<file path="src/rtl/crni_pkg.sv">
// Package: shared encodings for the critical-range routing interface.
// Assumes request kinds and configuration selects are fixed by the requirements.
package crni_pkg;

    typedef enum logic [1:0] {
        K_READ  = 2'd0,
        K_WRITE = 2'd1,
        K_FETCH = 2'd2,
        K_RSVD  = 2'd3
    } kind_e;

    localparam int SEL_LO    = 0;
    localparam int SEL_HI    = 1;
    localparam int SEL_CLR   = 2;
    localparam int SEL_BK    = 3;
    localparam int SEL_ROUTE = 4;

    // Any kind other than a write is a read-like access (fetch included).
    function automatic logic is_read_like(input logic [1:0] k);
        return k != K_WRITE;
    endfunction

endpackage

</file>
<file path="src/rtl/crni_range_cmp.sv">
// Module: holds the programmable critical window and compares an address with it.
// Assumes both bounds are inclusive; the window is empty when lo > hi.
module crni_range_cmp #(
    parameter int AW = 16,
    parameter int CFG_AW = 3,
    parameter logic [AW-1:0] LO_RST = '0,
    parameter logic [AW-1:0] HI_RST = '0
) (
    input  logic              clk,
    input  logic              rst_n,
    input  logic              cfg_we,
    input  logic [CFG_AW-1:0] cfg_addr,
    input  logic [AW-1:0]     cfg_wdata,
    input  logic [AW-1:0]     addr,
    output logic              in_range
);
    import crni_pkg::*;

    logic [AW-1:0] lo_q, hi_q;
    logic          wr_lo, wr_hi;

    assign wr_lo = cfg_we && (cfg_addr == CFG_AW'(SEL_LO));
    assign wr_hi = cfg_we && (cfg_addr == CFG_AW'(SEL_HI));

    // Load the window bounds from configuration writes.
    always_ff @(posedge clk) begin
        if (!rst_n) begin
            lo_q <= LO_RST;
            hi_q <= HI_RST;
        end else begin
            if (wr_lo) lo_q <= cfg_wdata;
            if (wr_hi) hi_q <= cfg_wdata;
        end
    end

    // Inclusive window test.
    always_comb begin
        in_range = (addr >= lo_q) && (addr <= hi_q);
    end

endmodule

</file>
<file path="src/rtl/crni_route_lut.sv">
// Module: source-routing table with one node entry per target plus a backup entry.
// Assumes the target index is the top bits of the address, decoded by the caller.
module crni_route_lut #(
    parameter int AW = 16,
    parameter int N_TGT = 4,
    parameter int NODE_W = 4,
    parameter int CFG_AW = 3,
    localparam int TB = (N_TGT > 1) ? $clog2(N_TGT) : 1
) (
    input  logic              clk,
    input  logic              rst_n,
    input  logic              cfg_we,
    input  logic [CFG_AW-1:0] cfg_addr,
    input  logic [AW-1:0]     cfg_wdata,
    input  logic [TB-1:0]     tgt,
    input  logic              use_backup,
    output logic [NODE_W-1:0] node
);
    import crni_pkg::*;

    logic [NODE_W-1:0] entry_q [N_TGT];
    logic [NODE_W-1:0] bk_q;

    // One register per target entry, each with its own select decode.
    for (genvar t = 0; t < N_TGT; t++) begin : g_entry
        logic sel;
        assign sel = cfg_we && (cfg_addr == CFG_AW'(SEL_ROUTE + t));

        // Load route entry t.
        always_ff @(posedge clk) begin
            if (!rst_n)   entry_q[t] <= NODE_W'(t);
            else if (sel) entry_q[t] <= cfg_wdata[NODE_W-1:0];
        end
    end

    // Load the backup entry.
    always_ff @(posedge clk) begin
        if (!rst_n)
            bk_q <= NODE_W'(N_TGT);
        else if (cfg_we && (cfg_addr == CFG_AW'(SEL_BK)))
            bk_q <= cfg_wdata[NODE_W-1:0];
    end

    // Select the backup entry or the target entry.
    always_comb begin
        node = use_backup ? bk_q : entry_q[tgt];
    end

endmodule

</file>
<file path="src/rtl/crni_rsp_monitor.sv">
// Module: records the node each tag was sent to and compares response sources.
// Raises a one-cycle event on a mismatch and owns the sticky backup-mode state.
// Assumes a tag is not reused until its response has returned.
module crni_rsp_monitor #(
    parameter int TAG_W = 2,
    parameter int NODE_W = 4,
    localparam int DEPTH = 1 << TAG_W
) (
    input  logic              clk,
    input  logic              rst_n,
    input  logic              wr_en,
    input  logic [TAG_W-1:0]  wr_tag,
    input  logic [NODE_W-1:0] wr_node,
    input  logic              wr_crit_rd,
    input  logic              rsp_valid,
    input  logic [TAG_W-1:0]  rsp_tag,
    input  logic [NODE_W-1:0] rsp_src,
    input  logic              perm_mode,
    input  logic              clr,
    output logic              mis_evt,
    output logic              backup_mode
);
    logic [NODE_W-1:0] exp_node_q [DEPTH];
    logic              crit_rd_q  [DEPTH];
    logic              mis;
    logic              do_switch;

    // Record the node and kind of each issued request under its tag.
    for (genvar i = 0; i < DEPTH; i++) begin : g_tag
        always_ff @(posedge clk) begin
            if (!rst_n) begin
                exp_node_q[i] <= '0;
                crit_rd_q[i]  <= 1'b0;
            end else if (wr_en && (wr_tag == TAG_W'(i))) begin
                exp_node_q[i] <= wr_node;
                crit_rd_q[i]  <= wr_crit_rd;
            end
        end
    end

    // Compare the response source with the recorded node.
    always_comb begin
        mis       = rsp_valid && (rsp_src != exp_node_q[rsp_tag]);
        do_switch = mis && crit_rd_q[rsp_tag] && perm_mode;
    end

    // Event pulse and sticky switch state; a switching mismatch beats a clear.
    always_ff @(posedge clk) begin
        if (!rst_n) begin
            mis_evt     <= 1'b0;
            backup_mode <= 1'b0;
        end else begin
            mis_evt <= mis;
            if (do_switch) backup_mode <= 1'b1;
            else if (clr)  backup_mode <= 1'b0;
        end
    end

    // backup mode is held unless a clear is requested.
    a_r10_sticky: assert property (@(posedge clk) disable iff (!rst_n)
        (backup_mode && !clr) |=> backup_mode);

    // the transient policy never enters backup mode.
    a_r8_transient_no_switch: assert property (@(posedge clk) disable iff (!rst_n)
        (!perm_mode && !backup_mode) |=> !backup_mode);

    // an event always follows a response.
    a_r5_evt_after_rsp: assert property (@(posedge clk) disable iff (!rst_n)
        mis_evt |-> $past(rsp_valid));

    // entering backup mode needs a response under the permanent policy.
    a_r6_switch_cause: assert property (@(posedge clk) disable iff (!rst_n)
        $rose(backup_mode) |-> ($past(perm_mode) && $past(rsp_valid) && mis_evt));

endmodule

</file>
<file path="src/rtl/crit_route_ni.sv">
// Module: top of the critical-range routing interface.
// Flags critical requests, picks their route, and registers the header for one cycle.
// Assumes no back-pressure from the fabric: a request is accepted every valid cycle.
module crit_route_ni #(
    parameter int AW = 16,
    parameter int N_TGT = 4,
    parameter int NODE_W = 4,
    parameter int TAG_W = 2,
    parameter logic [AW-1:0] CRIT_LO_RST = 16'h1000,
    parameter logic [AW-1:0] CRIT_HI_RST = 16'h1FFF,
    localparam int CFG_AW = $clog2(N_TGT + 4),
    localparam int TB = (N_TGT > 1) ? $clog2(N_TGT) : 1
) (
    input  logic              clk,
    input  logic              rst_n,
    input  logic              cfg_we,
    input  logic [CFG_AW-1:0] cfg_addr,
    input  logic [AW-1:0]     cfg_wdata,
    input  logic              perm_mode,
    input  logic              req_valid,
    input  logic [AW-1:0]     req_addr,
    input  logic [1:0]        req_kind,
    input  logic [TAG_W-1:0]  req_tag,
    output logic              hdr_valid,
    output logic [AW-1:0]     hdr_addr,
    output logic [1:0]        hdr_kind,
    output logic [TAG_W-1:0]  hdr_tag,
    output logic              hdr_crit,
    output logic [NODE_W-1:0] hdr_route,
    input  logic              rsp_valid,
    input  logic [TAG_W-1:0]  rsp_tag,
    input  logic [NODE_W-1:0] rsp_src,
    output logic              mis_evt,
    output logic              backup_mode
);
    import crni_pkg::*;

    logic              in_range;
    logic              crit_rd;
    logic              use_backup;
    logic [NODE_W-1:0] node;
    logic [TB-1:0]     tgt;
    logic              clr;

    assign tgt = (N_TGT > 1) ? TB'(req_addr >> (AW - TB)) : '0;
    assign clr = cfg_we && (cfg_addr == CFG_AW'(SEL_CLR)) && cfg_wdata[0];

    crni_range_cmp #(
        .AW(AW), .CFG_AW(CFG_AW), .LO_RST(CRIT_LO_RST), .HI_RST(CRIT_HI_RST)
    ) u_range (
        .clk(clk), .rst_n(rst_n), .cfg_we(cfg_we), .cfg_addr(cfg_addr),
        .cfg_wdata(cfg_wdata), .addr(req_addr), .in_range(in_range)
    );

    // A critical read-like request goes to the backup while in backup mode.
    always_comb begin
        crit_rd    = in_range && is_read_like(req_kind);
        use_backup = crit_rd && backup_mode;
    end

    crni_route_lut #(
        .AW(AW), .N_TGT(N_TGT), .NODE_W(NODE_W), .CFG_AW(CFG_AW)
    ) u_lut (
        .clk(clk), .rst_n(rst_n), .cfg_we(cfg_we), .cfg_addr(cfg_addr),
        .cfg_wdata(cfg_wdata), .tgt(tgt), .use_backup(use_backup), .node(node)
    );

    crni_rsp_monitor #(
        .TAG_W(TAG_W), .NODE_W(NODE_W)
    ) u_mon (
        .clk(clk), .rst_n(rst_n),
        .wr_en(req_valid), .wr_tag(req_tag), .wr_node(node), .wr_crit_rd(crit_rd),
        .rsp_valid(rsp_valid), .rsp_tag(rsp_tag), .rsp_src(rsp_src),
        .perm_mode(perm_mode), .clr(clr),
        .mis_evt(mis_evt), .backup_mode(backup_mode)
    );

    // Register the outgoing header.
    always_ff @(posedge clk) begin
        if (!rst_n) begin
            hdr_valid <= 1'b0;
            hdr_addr  <= '0;
            hdr_kind  <= '0;
            hdr_tag   <= '0;
            hdr_crit  <= 1'b0;
            hdr_route <= '0;
        end else begin
            hdr_valid <= req_valid;
            if (req_valid) begin
                hdr_addr  <= req_addr;
                hdr_kind  <= req_kind;
                hdr_tag   <= req_tag;
                hdr_crit  <= in_range;
                hdr_route <= node;
            end
        end
    end

    // a header is only ever produced from a request one edge earlier.
    a_r2_hdr_from_req: assert property (@(posedge clk) disable iff (!rst_n)
        hdr_valid |-> $past(req_valid));

    // the header carries the address that was presented.
    a_r2_hdr_addr: assert property (@(posedge clk) disable iff (!rst_n)
        hdr_valid |-> (hdr_addr == $past(req_addr)));

    // with the window unchanged, a critical write is routed like a non-critical access.
    a_r7_write_stable_route: assert property (@(posedge clk) disable iff (!rst_n)
        (hdr_valid && hdr_kind == K_WRITE) |-> $past(!use_backup));

endmodule

</file>
<file path="config.mk">
export PLATFORM = sky130hd
export DESIGN_NAME = crit_route_ni
export DESIGN_NICKNAME = d
export VERILOG_FILES = /design/src/rtl/crni_pkg.sv /design/src/rtl/crni_range_cmp.sv /design/src/rtl/crni_route_lut.sv /design/src/rtl/crni_rsp_monitor.sv /design/src/rtl/crit_route_ni.sv
export SDC_FILE = /design/constraint.sdc
export NUM_CORES = 1
export LEC_CHECK = 0
export CORE_MARGIN = 2
export CORE_UTILIZATION = 25
export CTS_CLUSTER_DIAMETER = 200
export DETAILED_ROUTE_END_ITERATION = 8
export DONT_BUFFER_PORTS = 1
export HOLD_SLACK_MARGIN = 0.08
export SKIP_CTS_REPAIR_TIMING = 1
export SLEW_MARGIN = 20
export SYNTH_ARGS = -nofsm -noshare
export SYNTH_HDL_FRONTEND = slang
export SYNTH_SLANG_ARGS = --single-unit
</file>
<file path="constraint.sdc">
create_clock -name clk -period 4.5 [get_ports clk]
set_clock_uncertainty 0.05 [all_clocks]
set_input_delay 0.675 -clock clk [delete_from_list [all_inputs] [get_ports clk]]
set_output_delay 0.675 -clock clk [all_outputs]
set_load 0.01 [all_outputs]
</file>
# Yosys cells after proc, flatten, opt, wreduce, memory -nomap -nowiden
# Memories as Yosys holds them, arrays and structs flattened.
# Cells that the tools add are included.
# totals
regBits	64
mem_bits_rw	36
inputBits	51
output_inout_bits	28
elab_cells	102
n_memories	3
# memory_table
name	depth	word_bits	read_ports	rd_ports_with_merged_regs	wr	line	text
u_lut.entry_q	4	4	1	0	4	crni_route_lut.sv:21	logic [NODE_W-1:0] entry_q [N_TGT];
u_mon.exp_node_q	4	4	1	0	4	crni_rsp_monitor.sv:23	logic [NODE_W-1:0] exp_node_q [DEPTH];
u_mon.crit_rd_q	4	1	1	0	4	crni_rsp_monitor.sv:24	logic crit_rd_q [DEPTH];
# classes
order_cmp	2
eq_ne	12
muxes	40
n_bitwise	12
n_reduce_logical	22
# op_table
operator	count
4-bit two-way mux	9
1-bit two-way mux	31
1-bit logical AND	19
16-bit >= comparator	1
16-bit <= comparator	1
3-bit equality test, second input constant	4
1-bit bitwise OR	12
3-bit by 2-bit equality test with 1-bit output, second input constant	2
2-bit equality test, second input constant	2
4-bit inequality test	1
3-bit by 1-bit equality test with 1-bit output, second input constant	1
3-bit logical NOT	1
2-bit by 1-bit equality test with 1-bit output, second input constant	1
2-bit logical NOT	1
2-bit by 1-bit inequality test with 1-bit output, second input constant	1
2-bit nonzero test	1

# Logic depth before layout (Yosys ltp)
# logic_depth
depth_word	6
depth_mapped	9
depth_no_buf	8

# Hierarchy
# A second synthesis with hierarchy kept.
# unflattened
cells_unflattened	480
hier_area_um2	5004.8
# modules_own_cells
mod	instances	cells_each	area_each_um2
crni_range_cmp	1	239	1966.9
crni_rsp_monitor	1	73	1027.2
crit_route_ni	1	87	1023.5
crni_route_lut	1	81	987.2

# Worst setup path before layout
# No wires, ideal clock.
# synth_path
kind	input to register
from	in req_addr[13]
to	mem u_mon.exp_node_q[0][0], data pin
setup_time_ns	0.260
t_arrival_ns	2.407
t_required_ns	4.190
slack_ns	1.782
path_stages	8
path_cell_list	ha_1 a21o_1 a21o_1 a221o_1 a41o_1 nand3_4 buf_12 mux2_4
# synth_lines
element	line	text
from (decl)	crit_route_ni.sv:21	input logic [AW-1:0] req_addr,
to (decl)	crni_rsp_monitor.sv:23	

==> results_dict.tcl <==
set metrics [dict create \
    synth-xor-area-share_pct 0.666 \
    clkTransAtPathRegs_ns 0.07 \
    rows 53 \
    power_density_mw_per_mm2 334 \
    setup_viol 0 \
    core_area_mm2 0.0208 \
    p_sw_w 0.000490 \
    slew_headroom_pct 44.0 \
    r2r-end "u_mon.exp_node_q[0][1]" \
    vias_per_cell 4.57 \
    r2r_start "u_range.hi_q[11]" \
    nNetsFinal 606 \
    pwr-share-clk_pct 39.8 \
    globalRouteTotalUtil_pct 11.9 \
    wl_per_cell_um 15.7 \
    rsz0062_at_grt "false" \
    num_io_pins 79 \
    synth_area_mm2 0.00526 \
    synth_top_family_by_area "simple AND/OR/NAND/NOR gates" \
    intPower_w 0.00144 \
    h-tree-depth 3 \
    startpoint "req_addr[0]" \
    power_frac_seq_pct 52.0 \
    synth-compound-area-share_pct 11.1 \
    diodes 0 \
    synth_flop_cell "dfxtp_1" \
    die_x_um 149 \
    initial_utilization_pct 25.3 \
    fmax_mhz 371 \
    wirelength_um 12600 \
    post_dp_cell_area_mm2 0.00549 \
    clk_path_buf_depth 2 \
    drtIter0Drc 141 \
    grt_overflow 0 \
    crit_type "primary input to flop" \
    drive_above_1_share_pct 8.71 \
    yosys_warnings 0 \
    hold_path_depth 1 \
    hold_path_class "primary input to flop" \
    cts_made_buffers 9 \
    die_y_um 149 \
    finalSetupTns_ns 0 \
    hpwl_um 9420 \
    final_common_cell "nand2_1" \
    switching_share_pct 25.4 \
    r2r_cells 8 \
    r2r_slack_ns 1.81 \
    grt_pass1_wl_um 20000 \
    grt_max_degree 83 \
    drt_first_pass_iters 4 \
    synthDistinctLibCells 50 \
    synth-adder-area-share_pct 7.61 \
    worstSkewPairLatency_ns 0.36 \
    min_period_ns 2.70 \
    most-common-layout-cells "86 x nand2_1, 65 x dfxtp_1, 42 x mux2i_1, 35 x edfxtp_1, 33 x inv_1" \
    synth_fp_nets 620 \
    ir_worst_vdd_v 0.000180 \
    critPathArrivalTime_ns 2.76 \
    drv_slew 0 \
    globalplace.congestion 0.766 \
    combPwrFrac_pct 8.2 \
    cts_tree "done" \
    cts.sink_count 100 \
    syn_inst 537 \
    path_max_fanout 20 \
    crit_required_ns 4.56 \
    cp-end-kind "flop" \
    ant_nets 0 \
    status "completed" \
    yosysTopAreaCell "dfxtp_1" \
    grt_pass1_vias 3652 \
    antenna_found_initial 0 \
    async_flop_share_pct 0 \
    die_area_mm2 0.0222 \
    cap_violations 0 \
    fin_crit_sh_pct 59.9 \
    synth-seq-area-share_pct 44.7 \
    synth_seq_cells 100 \
    min_from "rst_n" \
    start_kind "primary input" \
    design_area_mm2 0.00578 \
    clock_tree.root_cell "clkbuf_16" \
    io_buffers 0 \
    drc 0 \
    netlist_top_cells_area "dfxtp_1 25%, edfxtp_1 20%, mux2i_1 8.0%, ha_1 7.6%, nand2_1 6.1%" \
    via_count 3668 \
    hold_viol 0 \
    hold_end "u_range.hi_q[9]" \
    synth_top_area_share_pct 24.7 \
    avgSynthCellArea_um2 9.80 \
    leakagePower_nw 2.28 \
    tightest_slew_ns 0.832 \
    synth_mux_area_share_pct 11.8 \
    synth_edf_count 35 \
    synthToLayoutAreaGrowth_pct 9.92 \
    yosys.area_share.simple_pct 19.3 \
]
## cell families after synthesis
group / Yosys count
buf+inv: 59
xor+xnor: 4
compound gates: 87
flops: 100
simple gates: 201
mux: 54
fa+ha+maj: 32
## per-layer routing
| metal | up-vias | routed length, um | GRT usage (%) |
|---|---|---|---|
| li1 | 1832 | - | - |
| met1 | 1721 | 5570 | 14.7 |
| met2 | 103 | 5940 | 19.5 |
| met3 | 12 | 906 | 4.28 |
| met4 | 0 | 170 | 3.48 |
| met5 | - | 0 | 0 |
## power groups by stage
stage	logic, W	registers (W)	clock network (W)
floorplan	0.000146	0.00102	0
global placement	0.000157	0.00103	0
detailed placement	0.000159	0.00103	0
CTS	0.000160	0.00101	0.000795
global route	0.000182	0.00101	0.000827
finish	0.000158	0.00101	0.000769
## worst max path at each step
stage,endpoint,slack [ns],cells past startpoint
floorplan,u_mon.exp_node_q[0][0],1.78,8
global placement,u_mon.exp_node_q[0][0],1.41,8
detailed placement,u_mon.exp_node_q[0][2],1.42,8
CTS,u_mon.exp_node_q[0][1],1.78,8
global route,u_mon.exp_node_q[0][1],1.62,8
finish,u_mon.exp_node_q[0][1],1.80,8
## registers in the layout, summed over array words and instances, names as in the netlist
register / cells
u_mon.crit_rd_q: 4
hdr_kind: 2
hdr_tag: 2
hdr_addr: 16
u_mon.backup_mode: 1
u_lut.entry_q: 16
hdr_crit: 1
hdr_valid: 1
u_mon.exp_node_q: 16
u_range.lo_q: 16
hdr_route: 4
u_mon.mis_evt: 1
u_lut.bk_q: 4
u_range.hi_q: 16
## Yosys cell counts (2+ instances only)
library cell,n
nand2_1,86
dfxtp_1,65
mux2i_1,42
edfxtp_1,35
inv_1,33
ha_1,32
nor2b_1,30
o21ai_0,26
nor2_1,20
a21boi_0,19
clkbuf_1,18
and2_1,17
o211ai_1,15
or2_2,12
a21oi_1,11
nand3_1,9
nand2b_1,8
mux4_2,5
and3_1,4
buf_2,4
mux2_2,4
xnor2_1,4
a21o_1,3
mux2_4,3
or3_1,3
and4_1,2
buf_1,2
nand4_1,2
nor3_1,2
## stage by stage
step	instances	setup WS [ns]	utilization, %	total power (W)	hold WS (ns)
floorplan	537	1.78	-	0.00116	0.393
global placement	787	1.41	26.4	0.00118	0.401
detailed placement	787	1.42	26.4	0.00119	0.406
CTS	803	1.78	27.7	0.00196	0.331
global route	803	1.62	27.8	0.00202	0.361
finish	803	1.80	27.8	0.00193	0.365
## area by class of cell
class,instances,area [um2]
fill,2227,15000
multi-input combinational,378,2670
sequential,100,2350
tap,275,344
clock buffer,9,225
inverter,33,124
clock inverter,7,63.8
timing repair buffer,1,7.51
## worst max-delay path, stage by stage
cell	delay [ns]
inv_1	0.04
ha_1	0.28
nand2b_1	0.14
a2111oi_0	0.42
o21ai_0	0.19
a41o_1	0.33
nand3_4	0.35
mux2_4	0.33
(Power assumes the default switching activity.)
